`src/rtl/spi_boot_pkg.sv`:
```
package spi_boot_pkg;

  typedef enum logic [2:0] {
    ST_IDLE,
    ST_XFER,
    ST_END,
    ST_GAP,
    ST_DONE,
    ST_FAIL
  } boot_st_e;

  localparam logic [7:0] CMD_STD  = 8'h03;
  localparam logic [7:0] CMD_FAST = 8'h0B;
  localparam int         HDR_W    = 40;

  // command byte chosen by the latched read strap (high = standard)
  function automatic logic [7:0] read_cmd(input logic fast_n);
    return fast_n ? CMD_STD : CMD_FAST;
  endfunction

  // serial bits preceding the first data bit
  function automatic logic [5:0] header_bits(input logic fast_n);
    return fast_n ? 6'd32 : 6'd40;
  endfunction

  // outgoing header: command, 24-bit address, dummy byte
  function automatic logic [HDR_W-1:0] header_word(input logic fast_n,
                                                   input logic [23:0] addr);
    return {read_cmd(fast_n), addr, 8'h00};
  endfunction

endpackage

```
`src/rtl/spi_boot_sclk.sv`:
```
module spi_boot_sclk #(
  parameter int SCLK_HALF = 1
) (
  input  logic clk,
  input  logic rst_n,
  input  logic run,
  output logic sclk,
  output logic rise_ev,
  output logic fall_ev
);
  localparam int CW = (SCLK_HALF > 1) ? $clog2(SCLK_HALF) : 1;
  localparam logic [CW-1:0] CNT_LAST = CW'(SCLK_HALF - 1);

  logic [CW-1:0] div_cnt;
  logic          toggle_now;

  assign toggle_now = run && (div_cnt == CNT_LAST);
  assign rise_ev    = toggle_now && !sclk;
  assign fall_ev    = toggle_now && sclk;

  always_ff @(posedge clk or negedge rst_n) begin
    if (!rst_n) begin
      div_cnt <= '0;
      sclk    <= 1'b0;
    end else if (!run) begin
      div_cnt <= '0;
      sclk    <= 1'b0;
    end else if (toggle_now) begin
      div_cnt <= '0;
      sclk    <= ~sclk;
    end else begin
      div_cnt <= div_cnt + 1'b1;
    end
  end
endmodule

```
`src/rtl/spi_boot_shift.sv`:
```
module spi_boot_shift
  import spi_boot_pkg::*;
#(
  parameter int CNT_W = 16
) (
  input  logic             clk,
  input  logic             rst_n,
  input  logic             load,
  input  logic [HDR_W-1:0] hdr_in,
  input  logic [5:0]       hdr_bits,
  input  logic             rise_ev,
  input  logic             fall_ev,
  input  logic             miso,
  output logic             mosi,
  output logic [7:0]       byte_data,
  output logic             byte_stb
);
  logic [HDR_W-1:0] out_sr;
  logic [6:0]       in_sr;
  logic [CNT_W-1:0] bit_cnt;
  logic [5:0]       hdr_q;
  logic [CNT_W-1:0] data_idx;
  logic             in_data;
  logic             byte_end;

  assign mosi     = out_sr[HDR_W-1];
  assign in_data  = bit_cnt >= CNT_W'(hdr_q);
  assign data_idx = bit_cnt - CNT_W'(hdr_q);
  assign byte_end = in_data && (data_idx[2:0] == 3'd7);

  always_ff @(posedge clk or negedge rst_n) begin
    if (!rst_n) begin
      out_sr    <= '0;
      in_sr     <= '0;
      bit_cnt   <= '0;
      hdr_q     <= 6'd32;
      byte_data <= '0;
      byte_stb  <= 1'b0;
    end else begin
      byte_stb <= 1'b0;
      if (load) begin
        out_sr  <= hdr_in;
        bit_cnt <= '0;
        hdr_q   <= hdr_bits;
      end else begin
        if (fall_ev) out_sr <= {out_sr[HDR_W-2:0], 1'b0};
        if (rise_ev) begin
          bit_cnt <= bit_cnt + 1'b1;
          if (in_data) begin
            in_sr <= {in_sr[5:0], miso};
            if (byte_end) begin
              byte_data <= {in_sr, miso};
              byte_stb  <= 1'b1;
            end
          end
        end
      end
    end
  end
endmodule

```
`src/rtl/spi_boot_seq.sv`:
```
module spi_boot_seq
  import spi_boot_pkg::*;
#(
  parameter int IMG_BYTES = 16,
  parameter int GAP_CYC   = 2
) (
  input  logic             clk,
  input  logic             rst_n,
  input  logic             init_n,
  input  logic             dual_strap,
  input  logic             fast_n,
  input  logic [23:0]      primary_addr,
  input  logic [23:0]      fallback_addr,
  input  logic             crc_err,
  input  logic             byte_stb,
  output logic             load,
  output logic [HDR_W-1:0] hdr_word,
  output logic [5:0]       hdr_bits,
  output logic             run,
  output logic             on_fallback,
  output logic             boot_done,
  output logic             boot_fail,
  output logic             init_rise,
  output logic             attempt_abort
);
  localparam int BC_W = $clog2(IMG_BYTES + 1);
  localparam int GW   = $clog2(GAP_CYC + 1);
  localparam logic [BC_W-1:0] BYTE_LAST = BC_W'(IMG_BYTES - 1);
  localparam logic [GW-1:0]   GAP_LAST  = GW'(GAP_CYC - 1);

  boot_st_e        state;
  logic            init_q, dual_q, fast_q;
  logic [BC_W-1:0] byte_cnt;
  logic [GW-1:0]   gap_cnt;
  logic            gap_done;
  logic            use_fast;
  logic [23:0]     use_addr;

  assign init_rise     = init_n && !init_q;
  assign gap_done      = (state == ST_GAP) && (gap_cnt == GAP_LAST);
  assign attempt_abort = crc_err && !init_rise &&
                         ((state == ST_XFER) || (state == ST_END));
  assign load          = init_rise || gap_done;

  always_comb begin
    if (init_rise) begin
      use_fast = fast_n;
      use_addr = dual_strap ? primary_addr : 24'h000000;
    end else begin
      use_fast = fast_q;
      use_addr = fallback_addr;
    end
  end

  assign hdr_word  = header_word(use_fast, use_addr);
  assign hdr_bits  = header_bits(use_fast);
  assign run       = (state == ST_XFER);
  assign boot_done = (state == ST_DONE);
  assign boot_fail = (state == ST_FAIL);

  always_ff @(posedge clk or negedge rst_n) begin
    if (!rst_n) begin
      state       <= ST_IDLE;
      init_q      <= 1'b1;
      dual_q      <= 1'b0;
      fast_q      <= 1'b1;
      on_fallback <= 1'b0;
      byte_cnt    <= '0;
      gap_cnt     <= '0;
    end else begin
      init_q <= init_n;
      if (init_rise) begin
        dual_q      <= dual_strap;
        fast_q      <= fast_n;
        on_fallback <= 1'b0;
        byte_cnt    <= '0;
        state       <= ST_XFER;
      end else if (attempt_abort) begin
        gap_cnt <= '0;
        state   <= (dual_q && !on_fallback) ? ST_GAP : ST_FAIL;
      end else begin
        case (state)
          ST_XFER: if (byte_stb) begin
            if (byte_cnt == BYTE_LAST) state <= ST_END;
            else byte_cnt <= byte_cnt + 1'b1;
          end
          ST_END:  state <= ST_DONE;
          ST_GAP:  if (gap_done) begin
            on_fallback <= 1'b1;
            byte_cnt    <= '0;
            state       <= ST_XFER;
          end else begin
            gap_cnt <= gap_cnt + 1'b1;
          end
          default: state <= state;
        endcase
      end
    end
  end
endmodule

```
`src/rtl/spi_boot_fetch.sv`:
```
module spi_boot_fetch
  import spi_boot_pkg::*;
#(
  parameter int IMG_BYTES = 16,
  parameter int SCLK_HALF = 1
) (
  input  logic        clk,
  input  logic        rst_n,
  input  logic        init_n,
  input  logic        dual_strap,
  input  logic        fast_n,
  input  logic [23:0] primary_addr,
  input  logic [23:0] fallback_addr,
  input  logic        crc_err,
  input  logic        miso,
  output logic        cs_n,
  output logic        sclk,
  output logic        mosi,
  output logic [7:0]  byte_data,
  output logic        byte_valid,
  output logic        image_fallback,
  output logic        boot_done,
  output logic        boot_fail
);
  localparam int GAP_CYC = 2 * SCLK_HALF;
  localparam int CNT_W   = $clog2(HDR_W + 8 * IMG_BYTES + 1);

  logic             load_w, run_w, rise_w, fall_w, stb_w;
  logic             init_rise_w, abort_w;
  logic [HDR_W-1:0] hdr_w;
  logic [5:0]       hbits_w;

  spi_boot_seq #(.IMG_BYTES(IMG_BYTES), .GAP_CYC(GAP_CYC)) seq_i (
    .clk(clk), .rst_n(rst_n), .init_n(init_n), .dual_strap(dual_strap),
    .fast_n(fast_n), .primary_addr(primary_addr), .fallback_addr(fallback_addr),
    .crc_err(crc_err), .byte_stb(stb_w), .load(load_w), .hdr_word(hdr_w),
    .hdr_bits(hbits_w), .run(run_w), .on_fallback(image_fallback),
    .boot_done(boot_done), .boot_fail(boot_fail), .init_rise(init_rise_w),
    .attempt_abort(abort_w)
  );

  spi_boot_sclk #(.SCLK_HALF(SCLK_HALF)) sclk_i (
    .clk(clk), .rst_n(rst_n), .run(run_w), .sclk(sclk),
    .rise_ev(rise_w), .fall_ev(fall_w)
  );

  spi_boot_shift #(.CNT_W(CNT_W)) shift_i (
    .clk(clk), .rst_n(rst_n), .load(load_w), .hdr_in(hdr_w),
    .hdr_bits(hbits_w), .rise_ev(rise_w), .fall_ev(fall_w), .miso(miso),
    .mosi(mosi), .byte_data(byte_data), .byte_stb(stb_w)
  );

  assign cs_n       = !run_w;
  assign byte_valid = stb_w && run_w;
endmodule

```
`config.mk`:
```
export PLATFORM = sky130hd
export DESIGN_NAME = spi_boot_fetch
export DESIGN_NICKNAME = d
export VERILOG_FILES = /design/src/rtl/spi_boot_pkg.sv /design/src/rtl/spi_boot_sclk.sv /design/src/rtl/spi_boot_shift.sv /design/src/rtl/spi_boot_seq.sv /design/src/rtl/spi_boot_fetch.sv
export SDC_FILE = /design/constraint.sdc
export NUM_CORES = 1
export LEC_CHECK = 0
export BUFFER_PORTS_ARGS = -buffer_cell sky130_fd_sc_hd__buf_2
export CAP_MARGIN = 10
export CORE_MARGIN = 2
export CORE_UTILIZATION = 55
export DETAILED_ROUTE_END_ITERATION = 8
export PLACE_DENSITY = 0.78
export REMOVE_ABC_BUFFERS = 1
export SYNTH_ARGS = -nofsm -noshare
export SYNTH_HDL_FRONTEND = slang
export SYNTH_SLANG_ARGS = --single-unit
```
`constraint.sdc`:
```
create_clock -name clk -period 3.9 [get_ports clk]
set_input_delay 0.78 -clock clk [delete_from_list [all_inputs] [get_ports clk]]
set_output_delay 0.78 -clock clk [all_outputs]
set_load 0.01 [all_outputs]
```
==> key figures <==
Clocking
  • Clk Latency, worst-skew pair: 0.34 ns
  • CTS Buffer Depth: 2
  • H-tree depth: 3
  • Clock Sinks: 73
  • CTS tree: built
  • Post-CTS setup buffers: 0
  • Clock Pin Slew Worst Setup and Hold Paths: 0.08 ns
  • Number of CTS-inserted buffers: 9
  • Resized Gates After CTS: 0
  • Clk root buf: clkbuf_8
  • # hold bufs at CTS: 0

Die
  • Io pins: 70
  • Initial core utilization: 0.569
  • Die height: 85.3 um
  • Die width: approximately 85 um
  • Core area: 0.00639 mm^2
  • Std-Cell Rows: 29
  • DIE AREA: 0.00727 mm^2

Timing
  • Tmin final: 2.57 ns
  • Peak Freq: 390 MHz
  • Slew of the pin with the lowest slew margin: 0.842 ns
  • Final Skew: 0.00487 ns
  • Final-report hold violation count: 0
  • Setup Viol. Count Final: 0
  • Setup TNS Final: 0 ns
  • Unrepaired setup endpoints after global routing: no
  • Final slew viol count: 0
  • Max-slew headroom: 0.437
  • Final period util: 0.658

Routing
  • Starting DRC count in detailed routing: 184
  • Via density: 5.79
  • DRC: 0
  • Via count: around 3,000
  • Drt wl/cell: 14.8 um
  • Routed Antenna Nets: 0
  • Number of detailed-route iterations in the first pass: 4
  • Post-Route WL: 7550 um

Worst setup path
  • Crit Path Max Fanout: 10
  • Critical Path AT: 2.80 ns
  • CP Capture Type: flip-flop
  • CP delay by family, top: simple AND/OR/NAND/NOR gates
  • CP max stage cell: nor4b_4
  • Slowest stage delay, CP: 0.56 ns
  • Critical path, cell by cell: or3b_1 -> or2_1 -> nor4b_4 -> mux2_2
  • Crit path launch type: flip-flop
  • WP data required: 4.13 ns
  • Kind of critical path: reg2reg
  • CP bufs+invs: 0

Final layout
  • Diodes inserted: 0
  • Nets: ~490
  • Design Area, Final: 0.00419 mm^2
  • Area Growth Syn to Fin: 15.3%
  • Non-Filler Instances: 511
  • Post-layout util: 0.656
  • Layout cells sized above 1: 0.274

GRT
  • Global route overflow: 0
  • Initial antenna violation count: 0
  • GRT Overall Usage: 0.222
  • Vias in the first global route: between 2,000 and 3,000
  • Global-route wire length before repair: 12,900 um
  • Largest net degree at the start of global routing: 52

Placed design
  • Post-DP HPWL: 5010 um
  • PortBufs: 69
  • GP Congestion: 0.819
  • Placed cell count: 495
  • DP Area: ~0.004 mm^2

Synth
  • Number of distinct library cells after synthesis: 41
  • Post-Syn Instances: 370
  • Cell Area, Synth: 0.00363 mm^2
  • Seq cells post-synth: 73
  • Post-Syn Area per Cell: 9.82 um^2
  • Sequential area share after synthesis: 0.504
  • Synth Warn #: 0

Power
  • Total power: 2.17 mW
  • Max VDD drop: 0.245 mV
  • Pwr Density: 518 mW/mm^2
  • Pleak: ~2.0 nW

Job
  • Number of max-cap violations: 0

Run status
  • Status: finished clean

Min path
  • Min-Delay Path Class: in2async
synthesized netlist by cell type:
master	count	area [um^2]
o21a_1	1	7.51
a31oi_1	28	175
clkbuf_1	23	86.3
a22o_1	1	8.76
or4bb_1	1	11.3
a2111oi_1	1	10.0
nor4b_4	1	23.8
a41oi_1	2	17.5
nor3_1	3	15.0
or3b_2	1	8.76
buf_4	1	7.51
inv_1	11	41.3
nor2b_1	3	18.8
mux2_2	19	214
nand4_1	1	6.26
nand3b_1	4	30.0
ha_1	7	87.6
a2111oi_0	1	8.76
nor2_1	12	45.0
or3b_1	1	8.76
nor4_1	4	25.0
or2_1	1	6.26
dfrtp_1	71	1780
o21ai_0	3	15.0
buf_6	3	33.8
dfstp_2	2	52.6
mux2i_1	4	40.0
a21oi_1	12	60.1
xnor2_1	6	52.6
and3_1	28	175
nand2_1	71	267
nand3_1	8	40.0
nor3b_1	1	7.51
nor3_2	1	10.0
xor2_1	1	8.76
or2_2	2	12.5
nand2b_1	4	25.0
a211oi_1	23	173
conb_1	1	3.75
o22ai_1	1	6.26
and4b_1	1	10.0
cell families after synthesis:
| logic type | synth area share |
|---|---|
| simple gates | 0.205 |
| compound gates | 0.133 |
| flops | 0.504 |
| buf+inv | 0.0465 |
| mux | 0.0699 |
| fa+ha+maj | 0.0241 |
| xor+xnor | 0.0169 |
| other cells | 0.00103 |
cells in the final DEF (no fill, tap or decap), types with 2 or more instances in the layout:
| cell type | instances |
|---|---|
| nand2_1 | 71 |
| buf_2 | 69 |
| nand2b_1 | 4 |
| nor3_1 | 3 |
| nor2_1 | 12 |
| mux2i_1 | 4 |
| a211oi_1 | 23 |
| nor2b_1 | 2 |
| or2_2 | 2 |
| nand3b_1 | 4 |
| clkbuf_8 | 9 |
| clkinvlp_4 | 3 |
| o21ai_0 | 2 |
| nor4_1 | 4 |
| xnor2_1 | 6 |
| ha_1 | 7 |
| a41oi_1 | 2 |
| nand3_1 | 8 |
| and3_1 | 28 |
| buf_4 | 6 |
| a21oi_1 | 12 |
| clkinv_4 | 2 |
| mux2_2 | 19 |
| inv_1 | 11 |
| dfstp_2 | 2 |
| a31oi_1 | 27 |
| dfrtp_1 | 71 |
power by group:
group          internal, mW  switching [mW]
logic                 0.248           0.330
clock network         0.232           0.285
registers             0.943           0.132
layer usage:
layer	vias to the layer above	global-route usage	wire [um]
met3	10	0.0477	464
met4	0	0.0823	93
met1	1426	0.309	3510
met2	93	0.344	3480
li1	1429	-	-
met5	-	0	0
worst paths after layout:
| path | start | end | slack, ns | cells after the start |
|---|---|---|---|---|
| hold / removal | rst_n | shift_i.out_sr[17] | 0.40 | 1 |
| min in group clk | seq_i.byte_cnt[3] | seq_i.byte_cnt[3] | 0.49 | 1 |
| setup reg to reg | seq_i.state[0] | shift_i.byte_data[5] | 1.33 | 4 |
| setup / recovery | seq_i.state[0] | shift_i.byte_data[5] | 1.33 | 4 |
| max in group asynchronous | rst_n | shift_i.out_sr[10] | 2.50 | 2 |
| hold reg to reg | seq_i.byte_cnt[3] | seq_i.byte_cnt[3] | 0.49 | 1 |
registers in the layout, summed over array words and instances, names as in the netlist:
signal and flops:
sclk_i.div_cnt 1, seq_i.state 3, shift_i.out_sr 32, shift_i.byte_data 8, seq_i.fast_q 1, seq_i.gap_cnt 2, shift_i.bit_cnt 8, seq_i.on_fallback 1
shift_i.hdr_q 1, seq_i.byte_cnt 5, seq_i.init_q 1, shift_i.in_sr 7, sclk_i.sclk 1, shift_i.byte_stb 1, seq_i.dual_q 1
per-stage QoR:
| step | setup WS, ns | hold WS (ns) |
|---|---|---|
| after floorplan | -0.134 | 0.445 |
| after global placement | 1.34 | 0.472 |
| after detailed placement | 1.33 | 0.470 |
| after CTS | 1.32 | 0.416 |
| after global routing | 1.23 | 0.427 |
| final | 1.33 | 0.398 |
layout make-up:
type                    count  area (um^2)
clock buffers              10          128
clock inverters             6         45.0
fillers                   513         2200
inverters                  11         41.3
multi-input cells         259         1660
flip-flops and latches     73         1830
well taps                  77         96.3
repair buffers             75          390
Power figures use the tool's default switching activity.
